--- config.mk ---
export PLATFORM = sky130hd
export DESIGN_NAME = nnfp_mul
export DESIGN_NICKNAME = d
export VERILOG_FILES = /design/src/rtl/nnfp_pkg.sv /design/src/rtl/nnfp_lzc.sv /design/src/rtl/nnfp_shift_pol.sv /design/src/rtl/nnfp_exp_pack.sv /design/src/rtl/nnfp_mul.sv
export SDC_FILE = /design/constraint.sdc
export NUM_CORES = 1
export LEC_CHECK = 0
export BUFFER_PORTS_ARGS = -buffer_cell sky130_fd_sc_hd__buf_2
export CAP_MARGIN = 10
export CORE_MARGIN = 4
export CORE_UTILIZATION = 55
export CTS_CLUSTER_DIAMETER = 60
export DETAILED_ROUTE_END_ITERATION = 16
export PLACE_DENSITY = 0.82
export SYNTH_ARGS = -nofsm -noshare
export SYNTH_HDL_FRONTEND = slang
export SYNTH_SLANG_ARGS = --single-unit
--- constraint.sdc ---
create_clock -name clk -period 1 [get_ports clk]
set_input_delay 0 -clock clk [delete_from_list [all_inputs] [get_ports clk]]
set_output_delay 0 -clock clk [all_outputs]
set_load 0.1 [all_outputs]
--- src/rtl/nnfp_pkg.sv ---
package nnfp_pkg;
  // Result-bit selection policy
  typedef enum logic [1:0] {
    NRM_NONE  = 2'd0,  // overflow always assumed
    NRM_OVF   = 2'd1,  // top product bit tested
    NRM_LIMIT = 2'd2,  // shift capped at NORM_X
    NRM_RADIX = 2'd3   // shift in multiples of NORM_X
  } nrm_mode_e;
endpackage

--- src/rtl/nnfp_lzc.sv ---
module nnfp_lzc #(
  parameter int W  = 23,
  parameter int CW = $clog2(W + 1)
) (
  input  logic [W-1:0]  vec,
  output logic [CW-1:0] cnt
);
  // Lowest set bit is visited first, so the highest set bit decides.
  always_comb begin
    cnt = CW'(W);
    for (int i = 0; i < W; i++) begin
      if (vec[i]) cnt = CW'(W - 1 - i);
    end
  end
endmodule

--- src/rtl/nnfp_shift_pol.sv ---
module nnfp_shift_pol
  import nnfp_pkg::*;
#(
  parameter nrm_mode_e MODE   = NRM_LIMIT,
  parameter int        NORM_X = 4,
  parameter int        SW     = 6
) (
  input  logic [SW-1:0] lz_sum,
  output logic [SW-1:0] shamt
);
  localparam logic [SW-1:0] STEP = SW'(NORM_X);

  logic [SW-1:0] lim_sh;
  logic [SW-1:0] rad_sh;

  always_comb begin
    lim_sh = (lz_sum < STEP) ? lz_sum : STEP;
    rad_sh = (lz_sum / STEP) * STEP;
    case (MODE)
      NRM_LIMIT: shamt = lim_sh;
      NRM_RADIX: shamt = rad_sh;
      default:   shamt = '0;
    endcase
  end
endmodule

--- src/rtl/nnfp_exp_pack.sv ---
module nnfp_exp_pack #(
  parameter int EXP_W = 8,
  parameter int MAN_W = 23,
  parameter int BIAS  = 127,
  parameter int SW    = 6
) (
  input  logic               sgn,
  input  logic [EXP_W-1:0]   ex,
  input  logic [EXP_W-1:0]   ey,
  input  logic               adj,
  input  logic [SW-1:0]      shamt,
  input  logic [MAN_W-1:0]   sig,
  output logic [EXP_W+MAN_W:0] word
);
  // Wide enough that the true exponent never wraps; MSB is the sign.
  localparam int             EW      = EXP_W + SW + 2;
  localparam logic [EW-1:0]  EXP_TOP = EW'((1 << EXP_W) - 1);

  logic [EW-1:0] e_u;
  logic          under;
  logic          over;

  always_comb begin
    e_u   = EW'(ex) + EW'(ey) - EW'(BIAS) + EW'(adj) - EW'(shamt);
    under = e_u[EW-1];
    over  = !under && (e_u > EXP_TOP);
    if (under)
      word = {sgn, {(EXP_W + MAN_W){1'b0}}};
    else if (over)
      word = {sgn, {(EXP_W + MAN_W){1'b1}}};
    else
      word = {sgn, e_u[EXP_W-1:0], sig};
  end
endmodule

--- src/rtl/nnfp_mul.sv ---
module nnfp_mul
  import nnfp_pkg::*;
#(
  parameter int        EXP_W  = 8,
  parameter int        MAN_W  = 23,
  parameter int        BIAS   = 127,
  parameter nrm_mode_e MODE   = NRM_LIMIT,
  parameter int        NORM_X = 4,
  parameter bit        HUB    = 1'b0
) (
  input  logic                 clk,
  input  logic                 rst_n,
  input  logic [EXP_W+MAN_W:0] a,
  input  logic [EXP_W+MAN_W:0] b,
  output logic [EXP_W+MAN_W:0] q
);
  localparam int WORD_W = 1 + EXP_W + MAN_W;
  localparam int OPW    = MAN_W + (HUB ? 1 : 0);
  localparam int PW     = 2 * OPW;
  localparam int CW     = $clog2(MAN_W + 1);
  localparam int SW     = CW + 1;
  localparam int LO_W   = PW - MAN_W;
  localparam int TAIL_W = PW - 1 - MAN_W;

  // Field split
  logic               sgn;
  logic [EXP_W-1:0]   ex, ey;
  logic [MAN_W-1:0]   mx, my;

  assign sgn = a[WORD_W-1] ^ b[WORD_W-1];
  assign ex  = a[WORD_W-2 -: EXP_W];
  assign ey  = b[WORD_W-2 -: EXP_W];
  assign mx  = a[MAN_W-1:0];
  assign my  = b[MAN_W-1:0];

  // Operand forming: HUB appends the implicit half-ulp one
  logic [OPW-1:0] opx, opy;
  generate
    if (HUB) begin : g_hub
      assign opx = {mx, 1'b1};
      assign opy = {my, 1'b1};
    end else begin : g_trunc
      assign opx = mx;
      assign opy = my;
    end
  endgenerate

  logic [PW-1:0] prod;
  assign prod = PW'(opx) * PW'(opy);

  // Leading zeros predicted from the inputs
  logic [CW-1:0] lz_x, lz_y;
  logic [SW-1:0] lz_sum, shamt;

  nnfp_lzc #(.W(MAN_W), .CW(CW)) u_lzc_x (.vec(mx), .cnt(lz_x));
  nnfp_lzc #(.W(MAN_W), .CW(CW)) u_lzc_y (.vec(my), .cnt(lz_y));

  assign lz_sum = SW'(lz_x) + SW'(lz_y);

  nnfp_shift_pol #(.MODE(MODE), .NORM_X(NORM_X), .SW(SW)) u_pol (
    .lz_sum (lz_sum),
    .shamt  (shamt)
  );

  // Window selection
  logic [PW-1:0]     shifted;
  logic [MAN_W-1:0]  win_hi, win_lo;
  logic [LO_W-1:0]   unused_hi_rest;
  logic [TAIL_W-1:0] unused_lo_rest;
  logic              carry;
  logic [MAN_W-1:0]  sig;
  logic              adj;

  assign shifted = prod << shamt;
  assign {win_hi, unused_hi_rest}        = shifted;
  assign {carry, win_lo, unused_lo_rest} = prod;

  always_comb begin
    if (MODE == NRM_OVF && !carry) begin
      sig = win_lo;
      adj = 1'b0;
    end else begin
      sig = win_hi;
      adj = 1'b1;
    end
  end

  logic [WORD_W-1:0] q_next;

  nnfp_exp_pack #(.EXP_W(EXP_W), .MAN_W(MAN_W), .BIAS(BIAS), .SW(SW)) u_pack (
    .sgn   (sgn),
    .ex    (ex),
    .ey    (ey),
    .adj   (adj),
    .shamt (shamt),
    .sig   (sig),
    .word  (q_next)
  );

  // Reset: asserted asynchronously, released after two clocks
  logic [1:0] rst_pipe;
  logic       rst_sync_n;

  always_ff @(posedge clk or negedge rst_n) begin
    if (!rst_n) rst_pipe <= 2'b00;
    else        rst_pipe <= {rst_pipe[0], 1'b1};
  end

  assign rst_sync_n = rst_pipe[1];

  always_ff @(posedge clk or negedge rst_sync_n) begin
    if (!rst_sync_n) q <= '0;
    else             q <= q_next;
  end
endmodule

==> impl_metrics.py <==
metrics = {
    "status": {
        "status": "complete, but fails checks",
        "failed_checks": "negative setup slack",
    },
    "timing": {
        "max_clock_freq_mhz": 153.0,
        "rsz0062_at_grt": "yes",
        "maxSlewViolCount": 0,
        "finClkSkew_ns": 0.005749,
        "hold_viol": 0,
        "relSlewSlack_pct": 59.97,
        "post-route-period-util_pct": 653.7,
        "fin_ws_ns": -5.537,
        "timing_worst_slew_pin_value_ns": 0.5927,
        "setup_viol": 31,
        "period_needed_ns": 6.537,
    },
    "cts": {
        "clk_pin_slew_ns": 0.06,
        "cts-buffers-inserted": 5,
        "clockRootBuffer": "clkbuf_16",
        "insertion_delay_ns": 0.28,
        "cts_tree": "built",
        "clock_sinks": 34,
        "h-tree-depth": 2,
        "clk_path_buf_depth": 2,
    },
    "die": {
        "die_y_um": 199.1,
        "core-area_mm2": 0.03583,
        "die_w_um": 199.1,
        "fp-row-count": 69,
        "start_util_pct": 56.06,
        "io_pins": 98,
        "dieArea_mm2": 0.03964,
    },
    "setup_path": {
        "crit_path_start_kind": "input port",
        "r2r_slack_ns": 0.46,
        "r2r-end": "q[14]$_DFF_PN0_",
        "cp_max_fo": 12,
        "cp_top_family": "adder cells",
        "worstSetupEndpointType": "flip-flop",
        "crit_required_ns": 1.15,
        "arrival_ns": 6.68,
        "crit_end": "q[22]$_DFF_PN0_",
        "max_stage_delay_ns": 0.62,
        "reg2regPathDepth": 1,
        "crit_top_cell": "fa_1",
        "worstSetupPathDepth": 28,
        "critPathLaunch": "b[5]",
        "path_buf_inv": 9,
        "worstSetupPathType": "in -> reg",
        "r2r-start": "rst_pipe[1]$_DFF_PN0_",
        "slowest_stage": "fa_1",
    },
    "global_routing": {
        "grt_antenna_before_repair": 0,
        "grt_usage_pct": 32.63,
        "grt_pass1_vias": 20730,
        "grt_max_degree": 23,
        "grt_pass1_wl_mm": 103.1,
        "overflow": 0,
    },
    "synthesis": {
        "synthFlopType": "dfrtp_1",
        "synth.distinct_cells": 68,
        "synth_edf_count": 0,
        "syn_area_per_cell_um2": 8.511,
        "synth-seq-area-share_pct": 4.236,
        "async_flop_share_pct": 100.0,
        "yosysTopAreaCellShare_pct": 43.95,
        "synth_area_leaders": "fa_1 (44%), ha_1 (12%), inv_1 (9.3%), nand2_1 (8.3%), dfrtp_1 (4.2%)",
        "ys_warn_count": 0,
        "synth_most_common_cell": "inv_1",
        "synth-seq-cells": 34,
        "synthTopCellsByCount": "inv_1 (500), nand2_1 (443), fa_1 (441)",
        "synth_area_leader_cell": "fa_1",
        "syn_inst": 2360,
        "syn_area_mm2": 0.02009,
    },
    "final_layout": {
        "multi_input_area_mm2": 0.01840,
        "area_growth_pct": 35.03,
        "fin_util_pct": 75.70,
        "fin_nets": 3479,
        "antennaDiodeCount": 0,
        "regArea_um2": 852.1,
        "fillerInstances": 2114,
        "drive_above_1_share_pct": 30.93,
    },
    "drt": {
        "drt_first_pass_iters": 8,
        "via_per_inst": 5.869,
        "wl_mm": 68.00,
        "drcViolationCount": 0,
        "routed-via-count": 18990,
        "wl_per_cell_um": 21.02,
        "antenna_left": 0,
        "drt_iter0_drc": 1791,
    },
    "placed_design": {
        "io_buffers": 97,
        "dp_hpwl_mm": 50.05,
        "gp_congestion": 0.9315,
    },
    "hold_path": {
        "hold_path_class": "in -> async",
    },
    "job": {
        "max-cap-violations": 0,
    },
}
[through the flow]
step / cell area [um2] / instances / TNS, ns / hold slack [ns] / setup WS [ns]
CTS: 25960 / 3205 / -150.25 / 0.03869 / -5.254
detailed placement: 24230 / 3154 / -169.78 / -0.2075 / -5.844
floorplan: 20900 / 2362 / -148.24 / -0.2956 / -5.282
global route: 27120 / 3235 / -161.44 / 0.05635 / -5.615
finish: 27120 / 3235 / -158.07 / 0.04599 / -5.537
global placement: 24230 / 3154 / -166.90 / -0.2143 / -5.849
[sequential cells by signal (all words and copies together) (netlist names)]
register / count
q: 32
rst_pipe: 2
[kinds of logic (layout without fill, tap and decap cells)]
| family | Yosys count | after routing | share of synthesized area (%) |
|---|---|---|---|
| XOR/XNOR | 43 | 43 | 1.912 |
| adder cells (fa/ha/maj) | 638 | 638 | 56.23 |
| multiplexers | 19 | 19 | 0.9780 |
| other | 1 | 3 | 0.01867 |
| flip-flops | 34 | 34 | 4.236 |
| AND/OR/NAND/NOR | 720 | 720 | 16.05 |
| AO/OA/AOI/OAI | 253 | 253 | 8.235 |
| buffers and inverters | 652 | 1064 | 12.34 |
[layout make-up]
cell class	instances	area share, %
Clock buffer	6	0.5121
Sequential cell	34	3.142
Inverter	503	7.026
Timing Repair Buffer	555	19.34
Multi-Input combinational cell	1676	67.85
Tap cell	461	2.127
[layout by cell type (no fill, tap or decap), types with 44 or more instances in the layout]
cell / Yosys / routed
ha_1: 197 / 169
and2_1: 132 / 121
fa_1: 441 / 409
nor2_1: 58 / 44
buf_6: 2 / 65
buf_12: 0 / 55
buf_4: 1 / 380
a21oi_1: 91 / 57
inv_1: 500 / 469
nand2_1: 443 / 409
[metal layers]
metal	vias up	track usage (%)	share of wire [%]	routed length, um
li1	7948	-	-	-
met1	9326	38.35	33	22590
met2	1239	57.11	49	33650
met3	472	5.041	9.0	6119
met4	0	18.41	8.3	5635
met5	-	0	0	0
[repair_timing]
action / CTS / global route
gates cloned: 1 / 1
hold endpoints to repair: 3 / 0
setup endpoints to repair: 31 / 31
gates resized for setup: 294 / 213
pin swaps: 94 / 119
setup buffers: 42 / 33
hold buffers: 3 / 0
[worst min path at each step]
stage                      from                     to  slack, ns
after floorplan           rst_n  rst_pipe[0]$_DFF_PN0_      -0.30
after global placement    rst_n  rst_pipe[0]$_DFF_PN0_      -0.21
after detailed placement  rst_n  rst_pipe[0]$_DFF_PN0_      -0.21
after CTS                 rst_n  rst_pipe[1]$_DFF_PN0_       0.04
after global routing      rst_n  rst_pipe[1]$_DFF_PN0_       0.06
final                     rst_n  rst_pipe[1]$_DFF_PN0_       0.05
Power is not shown: default switching activity piles up to over one toggle a cycle in this logic, so the estimate is an artifact.
